<file path="src/rtl/smrx_pkg.sv">
package smrx_pkg;
  typedef enum logic [1:0] {
    ST_IDLE = 2'd0,
    ST_HIGH = 2'd1,
    ST_LOW  = 2'd2
  } rx_state_e;
endpackage

</file>
<file path="src/rtl/smrx_phase_timer.sv">
module smrx_phase_timer #(
  parameter int CNT_W = 16
) (
  input  logic             clk,
  input  logic             rst_n,
  input  logic             clear,
  input  logic             advance,
  input  logic [CNT_W-1:0] limit,
  output logic             tick
);
  logic [CNT_W-1:0] cnt_q, cnt_d;

  assign tick = advance && (cnt_q == limit);

  always_comb begin
    cnt_d = cnt_q;
    if (clear) begin
      cnt_d = '0;
    end else if (advance) begin
      cnt_d = tick ? '0 : cnt_q + 1'b1;
    end
  end

  always_ff @(posedge clk or negedge rst_n) begin
    if (!rst_n) cnt_q <= '0;
    else        cnt_q <= cnt_d;
  end

  // Phase length bounded by the programmed limit
  assert_phase_within_limit_R2: assert property (@(posedge clk) disable iff (!rst_n)
    advance |-> (cnt_q <= limit));
endmodule

</file>
<file path="src/rtl/smrx_shifter.sv">
module smrx_shifter #(
  parameter int DATA_W = 9
) (
  input  logic              clk,
  input  logic              rst_n,
  input  logic              clear,
  input  logic              shift_en,
  input  logic              din,
  input  logic              wide,
  output logic [DATA_W-1:0] word
);
  logic [DATA_W-1:0] sr_q, sr_d;

  always_comb begin
    sr_d = sr_q;
    if (clear)         sr_d = '0;
    else if (shift_en) sr_d = {din, sr_q[DATA_W-1:1]};
  end

  always_ff @(posedge clk or negedge rst_n) begin
    if (!rst_n) sr_q <= '0;
    else        sr_q <= sr_d;
  end

  // Narrow characters end one position higher; realign so the first bit is bit 0.
  assign word = wide ? sr_q : {1'b0, sr_q[DATA_W-1:1]};
endmodule

</file>
<file path="src/rtl/sync_master_rx.sv">
module sync_master_rx
  import smrx_pkg::*;
#(
  parameter int DIV_W  = 16,
  parameter int DATA_W = 9
) (
  input  logic              clk,
  input  logic              rst_n,
  input  logic              port_en,
  input  logic              cont_en,
  input  logic              single_set,
  input  logic              nine_bit,
  input  logic              stall,
  input  logic [DIV_W-1:0]  divisor,
  input  logic              sdata_in,
  output logic              sclk_out,
  output logic [DATA_W-1:0] char_data,
  output logic              char_valid,
  output logic              single_pending
);
  localparam int BIT_W = $clog2(DATA_W + 1);
  localparam logic [BIT_W-1:0] LAST_WIDE   = BIT_W'(DATA_W - 1);
  localparam logic [BIT_W-1:0] LAST_NARROW = BIT_W'(DATA_W - 2);

  rx_state_e        state_q, state_d;
  logic [BIT_W-1:0] bits_q, bits_d;
  logic             single_q, single_d;
  logic             valid_q, valid_d;
  logic             sck_q, sck_d;

  logic want, running, abort, advance, start, tick, sample, last_bit, complete;

  assign want     = single_q | cont_en;
  assign running  = (state_q != ST_IDLE);
  assign abort    = running & (~port_en | ~want);
  assign advance  = running & ~abort & ~stall;
  assign start    = ~running & port_en & want & ~stall;
  assign last_bit = (bits_q == (nine_bit ? LAST_WIDE : LAST_NARROW));
  assign sample   = tick & (state_q == ST_HIGH);
  assign complete = sample & last_bit;

  smrx_phase_timer #(.CNT_W(DIV_W)) u_timer (
    .clk     (clk),
    .rst_n   (rst_n),
    .clear   (~running),
    .advance (advance),
    .limit   (divisor),
    .tick    (tick)
  );

  smrx_shifter #(.DATA_W(DATA_W)) u_shift (
    .clk      (clk),
    .rst_n    (rst_n),
    .clear    (start),
    .shift_en (sample),
    .din      (sdata_in),
    .wide     (nine_bit),
    .word     (char_data)
  );

  always_comb begin
    state_d = state_q;
    bits_d  = bits_q;
    unique case (state_q)
      ST_IDLE: begin
        if (start) begin
          state_d = ST_HIGH;
          bits_d  = '0;
        end
      end
      ST_HIGH: begin
        if (abort) begin
          state_d = ST_IDLE;
        end else if (tick) begin
          state_d = ST_LOW;
          bits_d  = last_bit ? '0 : bits_q + 1'b1;
        end
      end
      ST_LOW: begin
        if (abort)     state_d = ST_IDLE;
        else if (tick) state_d = ST_HIGH;
      end
      default: state_d = ST_IDLE;
    endcase
    if (state_d == ST_IDLE) bits_d = '0;
  end

  always_comb begin
    if (!port_en)        single_d = 1'b0;
    else if (single_set) single_d = 1'b1;
    else if (complete)   single_d = 1'b0;
    else                 single_d = single_q;
    valid_d = complete;
    sck_d   = (state_d == ST_HIGH);
  end

  always_ff @(posedge clk or negedge rst_n) begin
    if (!rst_n) begin
      state_q  <= ST_IDLE;
      bits_q   <= '0;
      single_q <= 1'b0;
      valid_q  <= 1'b0;
      sck_q    <= 1'b0;
    end else begin
      state_q  <= state_d;
      bits_q   <= bits_d;
      single_q <= single_d;
      valid_q  <= valid_d;
      sck_q    <= sck_d;
    end
  end

  assign sclk_out       = sck_q;
  assign char_valid     = valid_q;
  assign single_pending = single_q;

  // A rising clock edge needs an enabled port, a request and no stall
  assert_edge_needs_request_R1: assert property (@(posedge clk) disable iff (!rst_n)
    $rose(sclk_out) |-> $past(port_en && want && !stall));

  // A vanished request silences the clock and drops the character
  assert_drop_stops_clock_R5: assert property (@(posedge clk) disable iff (!rst_n)
    (running && !want) |=> (!sclk_out && !char_valid));

  // Stall holds the clock level
  assert_stall_freezes_R9: assert property (@(posedge clk) disable iff (!rst_n)
    (port_en && want && stall) |=> $stable(sclk_out));

  // Port disable idles the block
  assert_disable_aborts_R10: assert property (@(posedge clk) disable iff (!rst_n)
    !port_en |=> (!sclk_out && !single_pending));

  // One-shot request retires with its character unless re-armed
  assert_single_retires_R3: assert property (@(posedge clk) disable iff (!rst_n)
    (char_valid && !$past(single_set)) |-> !single_pending);

  // Strobe is a single cycle wide
  assert_valid_pulse_R12: assert property (@(posedge clk) disable iff (!rst_n)
    char_valid |=> !char_valid);
endmodule

</file>
<file path="config.mk">
export PLATFORM = sky130hd
export DESIGN_NAME = sync_master_rx
export DESIGN_NICKNAME = d
export VERILOG_FILES = /design/src/rtl/smrx_pkg.sv /design/src/rtl/smrx_phase_timer.sv /design/src/rtl/smrx_shifter.sv /design/src/rtl/sync_master_rx.sv
export SDC_FILE = /design/constraint.sdc
export NUM_CORES = 1
export LEC_CHECK = 0
export ABC_AREA = 0
export BUFFER_PORTS_ARGS = -buffer_cell sky130_fd_sc_hd__buf_2
export CAP_MARGIN = 20
export CORE_MARGIN = 5
export CORE_UTILIZATION = 31
export CTS_CLUSTER_DIAMETER = 150
export CTS_CLUSTER_SIZE = 25
export DETAILED_ROUTE_END_ITERATION = 12
export GPL_ROUTABILITY_DRIVEN = 0
export PLACE_DENSITY = 0.58
export SLEW_MARGIN = 20
export SYNTH_ARGS = -nofsm -noshare
export SYNTH_HDL_FRONTEND = slang
export SYNTH_SLANG_ARGS = --single-unit
</file>
<file path="constraint.sdc">
create_clock -name clk -period 2.3 [get_ports clk]
set_clock_uncertainty 0.05 [all_clocks]
set_input_delay 0.115 -clock clk [delete_from_list [all_inputs] [get_ports clk]]
set_output_delay 0.115 -clock clk [all_outputs]
set_load 0.005 [all_outputs]
</file>
==> metrics.cfg, run 1 <==
[finish]
nets=297
final_util_pct=38.0
antenna_cells=0
fin_cells=351
area_delta_synth_final_pct=20.8
drive_above_1_share_pct=26.9

[placement]
port_buffers=35
place_hpwl_um=3700
dp_cells=343

[synth]
synthAdderAreaFrac_pct=1.19
synthTopCellsByCount=dfrtp_1, nand2_1, xor2_1, nor2_1, mux2i_1
synth_cells=222
yosys.area.top_type_share_pct=40.5
ys_types=51
synth_top_family_by_area=simple AND/OR/NAND/NOR gates
synth_area_leaders=dfrtp_1, xor2_1, mux2i_1
ys_warn_count=0
synth_ff_type=dfrtp_1
ys_ff_latch=34
async_flop_share_pct=100
muxShareOfSynthArea_pct=11.1
synth-xor-area-share_pct=8.74
synth-edff-count=0
netlist_area_mm2=0.00210
synth.most_common_cell=dfrtp_1
synth_area_per_cell_um2=9.47
synth-compound-area-share_pct=11.1
syn-num-nets=248
synth-seq-area-share_pct=40.5
yosys.area_share.simple_pct=24.7
synth_top_cell_by_area=dfrtp_1

[power_and_ir_drop]
ir_drop_mv=0.339
power.density_mw_per_mm2=446
pwr-share-seq_pct=53.5
p_leak_nw=1.26
intPower_w=0.000859
power.share.clock_pct=36.6
p_sw_w=0.000273
p_sw_share_pct=24.1
p_comb_share_pct=9.9

[global_routing]
track_usage_pct=12.4
grt_overflow_total=0
antenna_found_initial=0
grt_max_degree=35
grt_pass1_vias=1870
grt_pass1_wl_um=8560

[sta]
setup_viol=0
period_needed_ns=2.11
slew_headroom_pct=47.8
fmax_mhz=474
period_share_pct=91.7
rsz0062_at_grt=no
tightest_slew_ns=0.783
hold_viol=0
slew_viol_final=0
setup-tns-final_ns=0

[drt]
viasPerCell=5.25
wirelength_um=5040
routedWlPerCell_um=14.4
dr.pass1.iters=4
drtAntennaViolNets=0
drc=0
drt_iter0_markers=99
num_vias=1842

[critical_path]
cpPeakStageDelay_ns=0.39
cp_common_cell=buf_4
cp_top_family=simple AND/OR/NAND/NOR gates
crit_slowest_cell=dfrtp_1
path_cells=xor2_1, nor4_1, buf_4, nand4_1, buf_4, nor2_1, mux2_2
cp.required_ns=2.41
crit_buf_inv=2
cp-end-kind=flip-flop
critPathLaunchType=flip-flop
path_class=flip-flop to flip-flop
worst-path-max-fanout=20
crit_arrival_ns=2.22

[run]
cap_violations=0

[clocking]
h-tree-depth=2
cts_made_buffers=5
cts_sinks=34
cts-root-buf=clkbuf_8
tritoncts=built
clk_pin_slew_worst_paths_ns=0.06
clock_path_buffers=2
postCtsSetupBuffers=0
worst_skew_pair.late_latency_ns=0.28

[die]
dieArea_mm2=0.00853
die_h_um=92.4
io_pins=36
initial_core_util_pct=31.5
die_w_um=92.4
rows=30
fp.coreArea_mm2=0.00668

[status]
outcome=complete, no violations

[hold_path]
hold_path.class=primary input to flip-flop

## flip-flops by register name, indices dropped and copies added (netlist names)
name	count
sclk_out	1
char_valid	1
u_timer.cnt_q	16
u_shift.sr_q	9
single_pending	1
bits_q	4
state_q	2
## worst min-delay path, delay by kind of cell
kind	cells	cell delay, ns
mux	1	0.05
simple gates	1	0.04
buf+inv	1	0.09
## layout by cell type, fill, tap and decap left out, types with 4 or more instances in the layout
cell type,instances
buf_2,35
dfrtp_1,34
nand2_1,30
xor2_1,19
buf_4,16
nor2_1,13
mux2i_1,12
mux2_2,10
nand3_1,10
nor4_1,7
nor3_1,6
nand4_1,6
o21ai_0,5
and3_1,5
clkbuf_8,5
and2_1,4
a22o_1,4
## power groups by stage
stage / clock network [W] / registers, W / logic (W)
2_1_floorplan: 0 / 0.000617 / 0.0000517
3_3_place_gp: 0 / 0.000617 / 0.000111
3_5_place_dp: 0 / 0.000617 / 0.000111
4_1_cts: 0.000432 / 0.000606 / 0.000113
5_1_grt: 0.000461 / 0.000606 / 0.000125
6_report: 0.000414 / 0.000606 / 0.000112
## routing by layer
| layer | vias to the layer above | routed length (µm) | share of wire (%) | GRT usage, % |
|---|---|---|---|---|
| met5 | - | 0 | 0 | 0 |
| met4 | 0 | 106 | 2.1 | 6.06 |
| met3 | 9 | 307 | 6.1 | 3.09 |
| met2 | 58 | 2310 | 46 | 20.0 |
| met1 | 861 | 2320 | 46 | 15.6 |
| li1 | 914 | - | - | - |
## cell type report
class / count / area [µm²]
clock buffers: 7 / 76.3
fillers: 689 / 4140
inverters: 2 / 7.51
multi-input cells: 176 / 1200
flip-flops and latches: 34 / 851
well taps: 80 / 100
repair buffers: 52 / 305
## kinds of logic after synthesis
kind of cell             Yosys count
XOR/XNOR                          21
multiplexers                      22
AO/OA/AOI/OAI                     32
flip-flops                        34
AND/OR/NAND/NOR                   99
buffers and inverters             12
adder cells (fa/ha/maj)            2
## metrics by stage
| step | hold slack [ns] | area, µm² | setup slack [ns] | total power, W |
|---|---|---|---|---|
| finish | 0.0182 | 2540 | 0.190 | 0.00113 |
| CTS | 0.0107 | 2530 | 0.0279 | 0.00115 |
| floorplan | -0.231 | 2100 | 0.360 | 0.000669 |
| global placement | 0.179 | 2450 | 0.0562 | 0.000728 |
| global route | 0.00483 | 2540 | 0.0384 | 0.00119 |
| detailed placement | 0.191 | 2450 | 0.0464 | 0.000728 |
## timing repair
action	CTS	global route
gates resized for setup	0	1
endpoints found under the setup margin	0	4
endpoints found under the hold margin	34	0
hold buffers	1	0
## final timing paths
path / start / endpoint / slack [ns] / depth (start not counted)
max: u_timer.cnt_q[3] / sclk_out / 0.19 / 7
min: sdata_in / u_shift.sr_q[8] / 0.02 / 3
max reg2reg: u_timer.cnt_q[3] / sclk_out / 0.19 / 7
min reg2reg: u_shift.sr_q[0] / u_shift.sr_q[0] / 0.50 / 2
max in group asynchronous: rst_n / single_pending / 1.30 / 2
min in group asynchronous: rst_n / u_shift.sr_q[4] / 0.39 / 2
No activity file was read; power rests on OpenSTA's default activity.
==> run 2: changes to the inputs <==
--- a/config.mk
+++ b/config.mk
@@ -18,4 +18,5 @@
 export SLEW_MARGIN = 20
 export SYNTH_ARGS = -nofsm -noshare
 export SYNTH_HDL_FRONTEND = slang
+export SYNTH_HIERARCHICAL = 1
 export SYNTH_SLANG_ARGS = --single-unit
==> metrics.cfg, run 2 <==
[critical_path]
r2r_cells=9
path_class=flip-flop to flip-flop
worst-path-stages=9
timing.rr.end=bits_q[3]
cp_top_family=simple AND/OR/NAND/NOR gates
reg2reg_slack_ns=-0.04
critPathLaunchType=flip-flop
cp.required_ns=2.42
crit_slowest_cell=or4_4
crit_arrival_ns=2.46
cp-end-kind=flip-flop
cpPeakStageDelay_ns=0.44
crit_buf_inv=1
path_cells=xnor2_2, nand4_1, or4_4, nor4b_4, nand3b_1, buf_6, a21o_2, o21ai_1, a21oi_1
timing.rr.start=u_timer/cnt_q[10]
worst-path-max-fanout=5

[finish]
mostFrequentLayoutCells=buf_2, dfrtp_1, nor2_1
final-seq-area_um2=851
fin_cells=354
regMostFlops=u_timer/cnt_q
nets=299
final_common_cell=buf_2
drive_above_1_share_pct=33.6
n_fill_cell=672
largest_reg_flops=16
top_regs=u_timer/cnt_q (16), u_shift/sr_q (9), bits_q (4)
area_delta_synth_final_pct=26.2
antenna_cells=0
multi_input_area_mm2=0.00125

[synth]
ys_types=44
synth.most_common_cell=dfrtp_1
netlist_area_mm2=0.00214
synthTopCellsByCount=dfrtp_1, nor2_1, xor2_1, nand2_1, mux2i_1
synth_ff_type=dfrtp_1
synth-seq-area-share_pct=39.7
synth_top_cell_by_area=dfrtp_1
syn-num-nets=240
ys_warn_count=6
async_flop_share_pct=100
ys_ff_latch=34
synth_cells=214
synth_area_per_cell_um2=10.0
yosys.area.top_type_share_pct=39.7
synth_area_leaders=dfrtp_1, xor2_1, mux2i_1
synth-edff-count=0

[drt]
wirelength_um=4850
viasPerCell=5.08
drtAntennaViolNets=0
drt_iter0_markers=98
drc=0
dr.pass1.iters=4
routedWlPerCell_um=13.7
num_vias=1797

[global_routing]
grt_pass1_wl_um=8260
grt_max_degree=35
grt_pass1_vias=1762
grt_overflow_total=0
antenna_found_initial=0
track_usage_pct=11.7

[status]
outcome=finished with violations
violations=setup timing

[sta]
slew_headroom_pct=49.8
hold_viol=0
period_needed_ns=2.34
tightest_slew_ns=0.753
fmax_mhz=427
rsz0062_at_grt=yes
slew_viol_final=0
period_share_pct=102
fin_ws_ns=-0.0438
setup_viol=3

[die]
die_w_um=93.1
die_h_um=93.1
dieArea_mm2=0.00867
initial_core_util_pct=31.7
io_pins=36
rows=30
fp.coreArea_mm2=0.00676

[clocking]
worst_skew_pair.late_latency_ns=0.28
h-tree-depth=2
cts-root-buf=clkbuf_8
clock_path_buffers=2
cts_made_buffers=5
clk_pin_slew_worst_paths_ns=0.07
tritoncts=built
cts_sinks=34

[power_and_ir_drop]
power.total_w=0.00118
ir_drop_mv=0.185
p_leak_nw=1.22
power.density_mw_per_mm2=436

[hold_path]
min_path_cells=2
hold_path.class=primary input to flip-flop
holdPathEnd=single_pending
hp-start=port_en

[placement]
place_hpwl_um=3620
port_buffers=35
dp_cells=343

[run]
cap_violations=0

## run 2: kinds of logic (layout without fill, tap and decap cells)
kind of cell / Yosys count / after routing / share of synthesized area (%)
buf+inv: 13 / 73 / 3.68
simple gates: 99 / 99 / 25.7
fa+ha+maj: 2 / 2 / 1.17
xor+xnor: 24 / 24 / 9.81
compound gates: 19 / 19 / 7.24
mux: 23 / 23 / 12.7
flops: 34 / 34 / 39.7
## run 2: final cells by class
type | count | area share (%)
flip-flops and latches | 34 | 31.5
repair buffers | 61 | 14.5
multi-input cells | 167 | 46.3
clock inverters | 2 | 0.463
clock buffers | 6 | 3.05
inverters | 4 | 0.555
well taps | 80 | 3.70
## run 2: what timing repair did
item	4_1_cts	5_1_grt
resized for setup	1	5
endpoints found under the hold margin	35	0
setup endpoints to repair	2	14
buffers inserted	0	1
cloned	0	0
hold buffers	2	0
pin swaps	2	12
## run 2: stage by stage
| stage | worst slack (ns) | util (%) | hold slack [ns] | instance area [µm²] | setup TNS [ns] |
|---|---|---|---|---|---|
| final | -0.0438 | 40.0 | 0.0223 | 2700 | -0.0713 |
| after floorplan | -0.274 | - | -0.231 | 2140 | -3.36 |
| after global routing | -0.150 | 40.0 | 0.0199 | 2700 | -1.26 |
| after global placement | 0.0453 | 37.6 | 0.193 | 2540 | 0 |
| after detailed placement | -0.00983 | 37.6 | 0.193 | 2540 | -0.00983 |
| after CTS | 0.00116 | 39.5 | 0.0117 | 2670 | 0 |
## run 2: per-layer routing
| metal | wire length (µm) | up-vias | GRT usage, % |
|---|---|---|---|
| met5 | 0 | - | 0 |
| met2 | 2390 | 36 | 18.6 |
| li1 | - | 888 | - |
| met1 | 2180 | 865 | 15.8 |
| met3 | 190 | 8 | 2.01 |
| met4 | 97 | 0 | 4.76 |
## run 2: worst max-delay path by stage
stage | from | to | slack, ns
after floorplan | u_timer/cnt_q[3] | u_shift/sr_q[8] | -0.27
after global placement | u_timer/cnt_q[2] | bits_q[3] | 0.05
after detailed placement | u_timer/cnt_q[8] | bits_q[3] | -0.01
after CTS | u_timer/cnt_q[10] | bits_q[3] | 0.001
after global routing | u_timer/cnt_q[10] | bits_q[2] | -0.15
final | u_timer/cnt_q[10] | bits_q[3] | -0.04
## run 2: power breakdown
group          internal, W  leakage (nW)  switching, W
logic            0.0000527         0.697     0.0000701
registers         0.000601         0.472    0.00000255
clock network     0.000240        0.0472      0.000212
total             0.000895          1.22      0.000285
